File: config.mk
export PLATFORM = sky130hd
export DESIGN_NAME = ps2_frame_rx
export DESIGN_NICKNAME = d
export VERILOG_FILES = /design/src/rtl/ps2rx_pkg.sv /design/src/rtl/ps2rx_sync.sv /design/src/rtl/ps2rx_shift.sv /design/src/rtl/ps2rx_irq_stretch.sv /design/src/rtl/ps2_frame_rx.sv
export SDC_FILE = /design/constraint.sdc
export NUM_CORES = 1
export LEC_CHECK = 0
export ABC_AREA = 1
export BUFFER_PORTS_ARGS = -buffer_cell sky130_fd_sc_hd__buf_2
export CAP_MARGIN = 15
export CORE_UTILIZATION = 60
export DETAILED_ROUTE_END_ITERATION = 10
export GPL_ROUTABILITY_DRIVEN = 0
export MAX_ROUTING_LAYER = met4
export PLACE_DENSITY_LB_ADDON = 0.12
export SLEW_MARGIN = 20
export SYNTH_ARGS = -nofsm -noshare
export SYNTH_HDL_FRONTEND = slang
export SYNTH_SLANG_ARGS = --single-unit
File: constraint.sdc
create_clock -name clk -period 3.7 [get_ports clk]
set_input_delay 0.185 -clock clk [delete_from_list [all_inputs] [get_ports clk]]
set_output_delay 0.185 -clock clk [all_outputs]
set_load 0.005 [all_outputs]
File: src/rtl/ps2rx_pkg.sv
`timescale 1ns/1ps
package ps2rx_pkg;
  localparam int FRAME_LEN = 11;
  localparam int DATA_W    = 8;

  typedef logic [DATA_W-1:0] byte_t;

  // Field layout of a collected frame, bit 0 = first bit on the line.
  typedef struct packed {
    logic  stop;
    logic  par;
    byte_t data;
    logic  start;
  } frame_t;
endpackage

File: src/rtl/ps2rx_sync.sv
`timescale 1ns/1ps
module ps2rx_sync #(
  parameter int STAGES = 2
) (
  input  logic clk,
  input  logic rst,
  input  logic line_clk_i,
  input  logic line_dat_i,
  output logic fall_o,
  output logic dat_o
);
  logic [STAGES-1:0] ck_q;
  logic [STAGES-1:0] dt_q;
  logic              ck_prev_q;

  // Both lines idle high, so the chains reset to ones.
  always_ff @(posedge clk) begin
    if (rst) begin
      ck_q      <= '1;
      dt_q      <= '1;
      ck_prev_q <= 1'b1;
    end else begin
      ck_q      <= {ck_q[STAGES-2:0], line_clk_i};
      dt_q      <= {dt_q[STAGES-2:0], line_dat_i};
      ck_prev_q <= ck_q[STAGES-1];
    end
  end

  assign fall_o = ck_prev_q & ~ck_q[STAGES-1];
  assign dat_o  = dt_q[STAGES-1];
endmodule

File: src/rtl/ps2rx_shift.sv
`timescale 1ns/1ps
module ps2rx_shift
  import ps2rx_pkg::*;
#(
  parameter int TICK_DIV      = 50,
  parameter int TIMEOUT_TICKS = 100
) (
  input  logic  clk,
  input  logic  rst,
  input  logic  fall_i,
  input  logic  bit_i,
  input  logic  inhibit_i,
  output logic  busy_o,
  output logic  done_o,
  output logic  good_o,
  output byte_t data_o
);
  localparam int CW   = $clog2(FRAME_LEN + 1);
  localparam int DIVW = $clog2(TICK_DIV + 1);
  localparam int TOW  = $clog2(TIMEOUT_TICKS + 1);
  localparam int SW   = FRAME_LEN - 1;

  logic [CW-1:0]   cnt_q;
  logic [SW-1:0]   shreg_q;
  logic [DIVW-1:0] div_q;
  logic [TOW-1:0]  stall_q;
  logic            done_q, good_q;
  byte_t           data_q;

  logic   tick, last, fields_ok;
  frame_t fr;

  assign tick = (div_q == DIVW'(TICK_DIV - 1));
  assign last = (cnt_q == CW'(FRAME_LEN - 1));
  // The bit arriving now is the stop bit; the first ten bits sit in shreg_q.
  assign fr   = {bit_i, shreg_q};
  assign fields_ok = ~fr.start & fr.stop & (^{fr.data, fr.par});

  always_ff @(posedge clk) begin
    if (rst) begin
      cnt_q   <= '0;
      shreg_q <= '0;
      div_q   <= '0;
      stall_q <= '0;
      done_q  <= 1'b0;
      good_q  <= 1'b0;
      data_q  <= '0;
    end else begin
      done_q <= 1'b0;
      good_q <= 1'b0;
      div_q  <= tick ? '0 : div_q + DIVW'(1);
      if (inhibit_i) begin
        cnt_q   <= '0;
        stall_q <= '0;
      end else if (fall_i) begin
        stall_q <= '0;
        shreg_q <= {bit_i, shreg_q[SW-1:1]};
        if (last) begin
          cnt_q  <= '0;
          done_q <= 1'b1;
          good_q <= fields_ok;
          data_q <= fr.data;
        end else begin
          cnt_q <= cnt_q + CW'(1);
        end
      end else if (cnt_q != '0 && tick) begin
        if (stall_q == TOW'(TIMEOUT_TICKS - 1)) begin
          cnt_q   <= '0;
          stall_q <= '0;
        end else begin
          stall_q <= stall_q + TOW'(1);
        end
      end
    end
  end

  assign busy_o = (cnt_q != '0);
  assign done_o = done_q;
  assign good_o = good_q;
  assign data_o = data_q;

  // Checker-side count of cycles spent busy without a line edge.
  int unsigned wait_q;
  always_ff @(posedge clk) begin
    if (rst || !busy_o || fall_i) wait_q <= 0;
    else                          wait_q <= wait_q + 1;
  end

  a_r7_inhibit_idle: assert property (@(posedge clk) disable iff (rst)
    inhibit_i |=> !busy_o);

  a_r5_busy_on_first_fall: assert property (@(posedge clk) disable iff (rst)
    (fall_i && !inhibit_i && !busy_o) |=> busy_o);

  a_r8_stall_bounded: assert property (@(posedge clk) disable iff (rst)
    busy_o |-> (wait_q <= TICK_DIV * TIMEOUT_TICKS + 2));

  a_r3_bad_start_dropped: assert property (@(posedge clk) disable iff (rst)
    (fall_i && !inhibit_i && last && shreg_q[0]) |=> !good_o);
endmodule

File: src/rtl/ps2rx_irq_stretch.sv
`timescale 1ns/1ps
module ps2rx_irq_stretch #(
  parameter int HOLD = 13
) (
  input  logic clk,
  input  logic rst,
  input  logic start_i,
  output logic irq_o
);
  localparam int HW = $clog2(HOLD + 1);

  logic [HW-1:0] hold_q;

  always_ff @(posedge clk) begin
    if (rst)                 hold_q <= '0;
    else if (start_i)        hold_q <= HW'(HOLD);
    else if (hold_q != '0)   hold_q <= hold_q - HW'(1);
  end

  assign irq_o = (hold_q != '0);

  int unsigned run_q;
  always_ff @(posedge clk) begin
    if (rst)        run_q <= 0;
    else if (irq_o) run_q <= run_q + 1;
    else            run_q <= 0;
  end

  a_r4_pulse_follows_start: assert property (@(posedge clk) disable iff (rst)
    start_i |=> irq_o);

  a_r4_min_length: assert property (@(posedge clk) disable iff (rst)
    $fell(irq_o) |-> (run_q >= HOLD));
endmodule

File: src/rtl/ps2_frame_rx.sv
`timescale 1ns/1ps
module ps2_frame_rx
  import ps2rx_pkg::*;
#(
  parameter int SYNC_STAGES   = 2,
  parameter int TICK_DIV      = 50,
  parameter int TIMEOUT_TICKS = 100,
  parameter int IRQ_HOLD      = 13
) (
  input  logic       clk,
  input  logic       rst,
  input  logic       ps2_clk_i,
  input  logic       ps2_dat_i,
  input  logic       inhibit_i,
  output logic [7:0] rx_byte_o,
  output logic       rx_irq_o,
  output logic       rx_busy_o
);
  logic  fall, dbit, done, good;
  byte_t data;

  ps2rx_sync #(.STAGES(SYNC_STAGES)) u_sync (
    .clk(clk), .rst(rst),
    .line_clk_i(ps2_clk_i), .line_dat_i(ps2_dat_i),
    .fall_o(fall), .dat_o(dbit)
  );

  ps2rx_shift #(.TICK_DIV(TICK_DIV), .TIMEOUT_TICKS(TIMEOUT_TICKS)) u_shift (
    .clk(clk), .rst(rst),
    .fall_i(fall), .bit_i(dbit), .inhibit_i(inhibit_i),
    .busy_o(rx_busy_o), .done_o(done), .good_o(good), .data_o(data)
  );

  ps2rx_irq_stretch #(.HOLD(IRQ_HOLD)) u_irq (
    .clk(clk), .rst(rst), .start_i(good), .irq_o(rx_irq_o)
  );

  always_ff @(posedge clk) begin
    if (rst)       rx_byte_o <= '0;
    else if (good) rx_byte_o <= data;
  end

  a_r6_byte_held: assert property (@(posedge clk) disable iff (rst)
    !good |=> $stable(rx_byte_o));

  a_r2_no_irq_on_reject: assert property (@(posedge clk) disable iff (rst)
    (done && !good && !rx_irq_o) |=> !rx_irq_o);
endmodule

# [After elaboration in Yosys (flattened, before gate mapping)]
# Index checks and enable logic that the tools add are counted.
[totals] latchBits=0 reg_bits=53 mem_count=0 input_bits=5 mem_bits_ro=0 mem_bits_rw=0 word_cells=49 output_inout_bits=10
[op_classes] n_addsub=4 mux=7 n_bitwise=8 div_mod_pow=0 shift=0 multipliers=0 magnitude_cmp=0 n_reduce_logical=15 eq_ne=3
[op_table] operator="$mux 4" count=6
[op_table] operator="$reduce_xor 9->1" count=1
[op_table] operator="$reduce_bool 4->1" count=2
[op_table] operator="$add 7x1->7 const B" count=1
[op_table] operator="$eq 7x7->1 const B" count=1
[op_table] operator="$mux 7" count=1
[op_table] operator="$add 6x1->6 const B" count=1
[op_table] operator="$eq 6x6->1 const B" count=1
[op_table] operator="$reduce_bool 2->1" count=3
[op_table] operator="$reduce_or 2->1" count=3
[op_table] operator="$not 1->1" count=5
[op_table] operator="$add 4x1->4 const B" count=1
[op_table] operator="$eq 4x4->1 const B" count=1
[op_table] operator="$reduce_and 2->1" count=2
[op_table] operator="$reduce_or 4->1" count=1
[op_table] operator="$sub 4x1->4 const B" count=1
[op_table] operator="$and 1x1->1" count=3
[op_table] operator="$reduce_and 3->1" count=1
[op_table] operator="$reduce_or 3->1" count=1
[op_table] operator="$logic_and 1x1->1" count=1

# [Depth between registers and ports, before layout]
[depth] ltp_word=4 depth_mapped=11 mapped_depth_nobuf=11

# [Hierarchy]
# From an unflattened synthesis, not the netlist that was laid out.
[unflattened] hier_cells=328 area_unflattened_um2=2454.9
[modules_own_cells] module="ps2rx_shift" n_inst=1 area_each_um2=1751.7 cells_per_inst=228 seq_area_each_um2=740.7
[modules_own_cells] module="ps2_frame_rx" n_inst=1 area_each_um2=341.6 cells_per_inst=51 seq_area_each_um2=160.2
[modules_own_cells] module="ps2rx_irq_stretch" n_inst=1 area_each_um2=212.7 cells_per_inst=31 seq_area_each_um2=80.1
[modules_own_cells] module="ps2rx_sync" n_inst=1 area_each_um2=148.9 cells_per_inst=18 seq_area_each_um2=100.1

# [Worst setup path after synthesis]
# Ideal clock, no wire load.
[synth_timing] kind="reg-to-reg" startpoint="reg u_irq.hold_q[0]" endpoint="reg u_irq.hold_q[0]" required_ns=3.587 setup_slack_ns=2.390 setup_ns=0.113 synth_period_minus_slack_ns=1.310 arrival_ns=1.197 stages_incl_launch_ff=9 path_buffers=1 path_cell_list="dfxtp_1 inv_1 ha_1 nand2_1 or2_1 buf_2 xor2_1 o21ai_1 inv_1"
[synth_between] elab_cells_between_ends=5 cone_classes="add/sub: 1; mux: 2; reduce/logical: 2"
[synth_lines] item="start, declared" line_no="ps2rx_irq_stretch.sv:12" rtl="logic [HW-1:0] hold_q;"
[synth_lines] item="start signal, assigned" line_no="ps2rx_irq_stretch.sv:16" rtl="else if (start_i) hold_q <= HW'(HOLD);"
[synth_lines] item="start signal, assigned" line_no="ps2rx_irq_stretch.sv:17" rtl="else if (hold_q != '0) hold_q <= hold_q - HW'(1);"
[synth_lines] item="$reduce_bool 4->1"
[synth_lines] item="named net rx_irq_o" line_no="ps2_frame_rx.sv:16" rtl="output logic rx_irq_o,"
[synth_lines] item="$reduce_bool 2->1 (no source line)"
# The timed path passes the listed nets, and every way through them passes these cells. The select of a mux whose other input is x is not followed.
# A chain may end at the register's enable or synchronous reset.

# [Final worst setup path]
[layout_timing] startpoint="reg u_irq.hold_q[0]" endpoint="out rx_irq_o"
[layout_between] elab_chain_len=1
[layout_rtl] item="$reduce_bool 4->1" line_no="ps2rx_irq_stretch.sv:20" rtl="assign irq_o = (hold_q != '0);"
[layout_rtl] item="end, declared" line_no="ps2_frame_rx.sv:16"
# Every way passes these cells.

==> impl_metrics.ini <==
[cells_and_area]
final_common_cell = dfxtp_1
finish.utilization_pct = 68.1
final_cells = 358
area_growth_pct = 7.44
drive_above_1_share_pct = 16.5
multi_input_area_mm2 = 0.00110
layout.nets = 322
nFillCells = 323
regArea_mm2 = 0.00106
design_area_mm2 = 0.00251
diodes = 0
final_cell_mix = dfxtp_1, nand2_1, nor2_1

[setup_path]
crit_buf_inv = 2
timing.rr.end = u_irq.hold_q[0]
startpoint_type = flop
end_kind = output port
worst-path-stages = 5
worst_ep_arrival_time_ns = 1.37
crit_type = flop to output port
worst-path-max-fanout = 4
critical_path_required_ns = 3.51
critPathLaunch = u_irq.hold_q[0]
timing.reg2reg.setup_slack_ns = 2.32
slowest_delay_ns = 0.33
r2r_cells = 7
critPathCapture = rx_irq_o
path_cells = inv_1 > ha_1 > nand2_1 > or2_1 > buf_2
r2r-start = u_irq.hold_q[0]
slowest_stage = dfxtp_1
crit_family = flip-flops

[timing]
fmax_mhz = 643
finalMaxSlewViolations = 0
tightest_slew_ns = 0.402
post-route-min-period_ns = 1.56
finalHoldViolCount = 0
finalCritPeriodShare_pct = 42.0
max_slew_margin_pct = 73.0
fin_worst_skew_ns = 0.00538
rsz0062_at_grt = false
finalSetupViolCount = 0
setup_tns_ns = 0

[routing]
drc = 0
drt_iter0_drc = 92
drt-total-wl_mm = 3.74
num_vias = 1786
ant_nets = 0
wl_per_cell_um = 10.4
first_pass_iters = 4
via_per_inst = 4.99

[hold_path]
holdPathStages = 2
hold_path.class = input pin to flop

[clock_tree]
cts_made_buffers = 5
cts-resized-gates = 0
cts_setup_buffers = 0
clk_latency_ns = 0.30
tritoncts = built
h-tree-depth = 2
cts_sinks = 53
clockRootBuffer = clkbuf_8
hold_buffers = 0
clkTransAtPathRegs_ns = 0.08
ctsLongestPathBuffers = 2

[global_routing]
grt_util_all_layers_pct = 21.1
antenna_found_initial = 0
grt_max_degree = 29
grt_pass1_wl_mm = 6.64
grt_pass1_vias = 1634
grt-ovfl-total = 0

[logic_synthesis]
synth_top_area_share_pct = 45.4
muxShareOfSynthArea_pct = 0
yosysTopAreaCell = dfxtp_1
synth-compound-area-share_pct = 11.5
syn-mean-instance-area_um2 = 7.90
synth_nets = 308
synth_fa_ha_area_share_pct = 3.75
synth_cell_types = 37
seq_area_frac_synth_pct = 45.4
synth-simple-area-share_pct = 27.2
synth_top_family_by_area = simple AND/OR/NAND/NOR gates
synthTopCellsByArea = dfxtp_1, nand2_1, nor2_1
ys_warn_count = 0
ys_ff_latch = 53
synthCells = 296
synthXorXnorAreaFrac_pct = 4.49
synth_area_mm2 = 0.00234

[floorplanning]
fp.dieH_um = 64.4
rows = 22
die_w_um = 64.4
fp.dieArea_mm2 = 0.00415
core_mm2 = 0.00369
start_util_pct = 63.4
pin_count = 15

[placed_design]
dpl_cell_area_mm2 = 0.00243
placed_cells = 351
io_buffers = 14
dp_hpwl_mm = 2.74

[power]
power.density_mw_per_mm2 = 422
p_leak_nw = 1.16
ir_worst_vdd_mv = 0.196

[run_status]
status = finished, final reports clean

[job]
drv_cap = 0
## routing by layer
| metal | routed length (um) | part of all wire, % | global-route usage (%) |
|---|---|---|---|
| met3 | 112 | 3.0 | 6.16 |
| met2 | 1760 | 47 | 35.8 |
| met4 | 52 | 1.4 | 6.67 |
| met1 | 1820 | 49 | 23.8 |
| met5 | 0 | 0 | - |
## where the power goes
part           leakage [nW]  switching (mW)  internal [mW]
registers             0.430          0.0151          0.595
clock network        0.0443           0.170          0.149
logic                 0.686          0.0777         0.0546
total                  1.16           0.262          0.798
## worst min path at each step
stage | from | endpoint
6_report | ps2_clk_i | u_sync.ck_q[0]
5_1_grt | ps2_clk_i | u_sync.ck_q[0]
4_1_cts | ps2_clk_i | u_sync.ck_q[0]
3_5_place_dp | ps2_clk_i | u_sync.ck_q[0]
3_3_place_gp | ps2_clk_i | u_sync.ck_q[0]
2_1_floorplan | ps2_clk_i | u_sync.ck_q[0]
## logic make-up (layout without fill, tap and decap cells)
group / after synthesis / in the layout
and+or+nand+nor: 131 / 131
DFF: 53 / 53
AOI/OAI and AO/OA: 51 / 51
buffers and inverters: 42 / 56
xor gates and xnor gates: 12 / 12
adders and majority gates: 7 / 7
## area by class of cell
cell class | count | area share (%)
clock buffers | 7 | 3.44
well taps | 48 | 2.39
flip-flops and latches | 53 | 42.2
multi-input cells | 201 | 43.7
repair buffers | 14 | 2.79
inverters | 35 | 5.43
## worst register-to-register path: cells and delay by family (launching register included)
kind            cells  cell delay, ns
xor+xnor            1            0.16
flops               1            0.33
simple gates        2            0.32
compound gates      1            0.14
fa+ha+maj           1            0.20
buf+inv             2            0.14
## synth_stat cells (all sizes together)
library cell / number
nand4: 3
o211ai: 1
nor3b: 3
nor3: 1
ha: 7
inv: 34
xor2: 8
nand3: 13
xnor2: 4
a21oi: 20
nand2: 61
or2: 5
clkbuf: 2
dfxtp: 53
nor2: 44
buf: 5
o31ai: 1
o21ai: 28
a31oi: 1
and2: 1
clkinv: 1
## registers in the layout, indices dropped and copies added, names as in the netlist
name              count
u_sync.ck_prev_q      1
u_shift.shreg_q      10
u_shift.stall_q       7
u_sync.ck_q           2
u_shift.good_o        1
u_sync.dt_q           2
u_shift.div_q         6
u_shift.cnt_q         4
rx_byte_o             8
u_shift.data_o        8
u_irq.hold_q          4
## per-stage QoR
stage               power (mW)  hold WS (ns)  setup slack [ns]
detailed placement       0.756         0.372              2.33
floorplan                0.731         0.289              2.39
CTS                       1.07        0.0571              2.14
global placement         0.751         0.367              2.38
finish                    1.06        0.0623              2.14
global route              1.12        0.0597              2.04
Power figures use the tool's default switching activity.
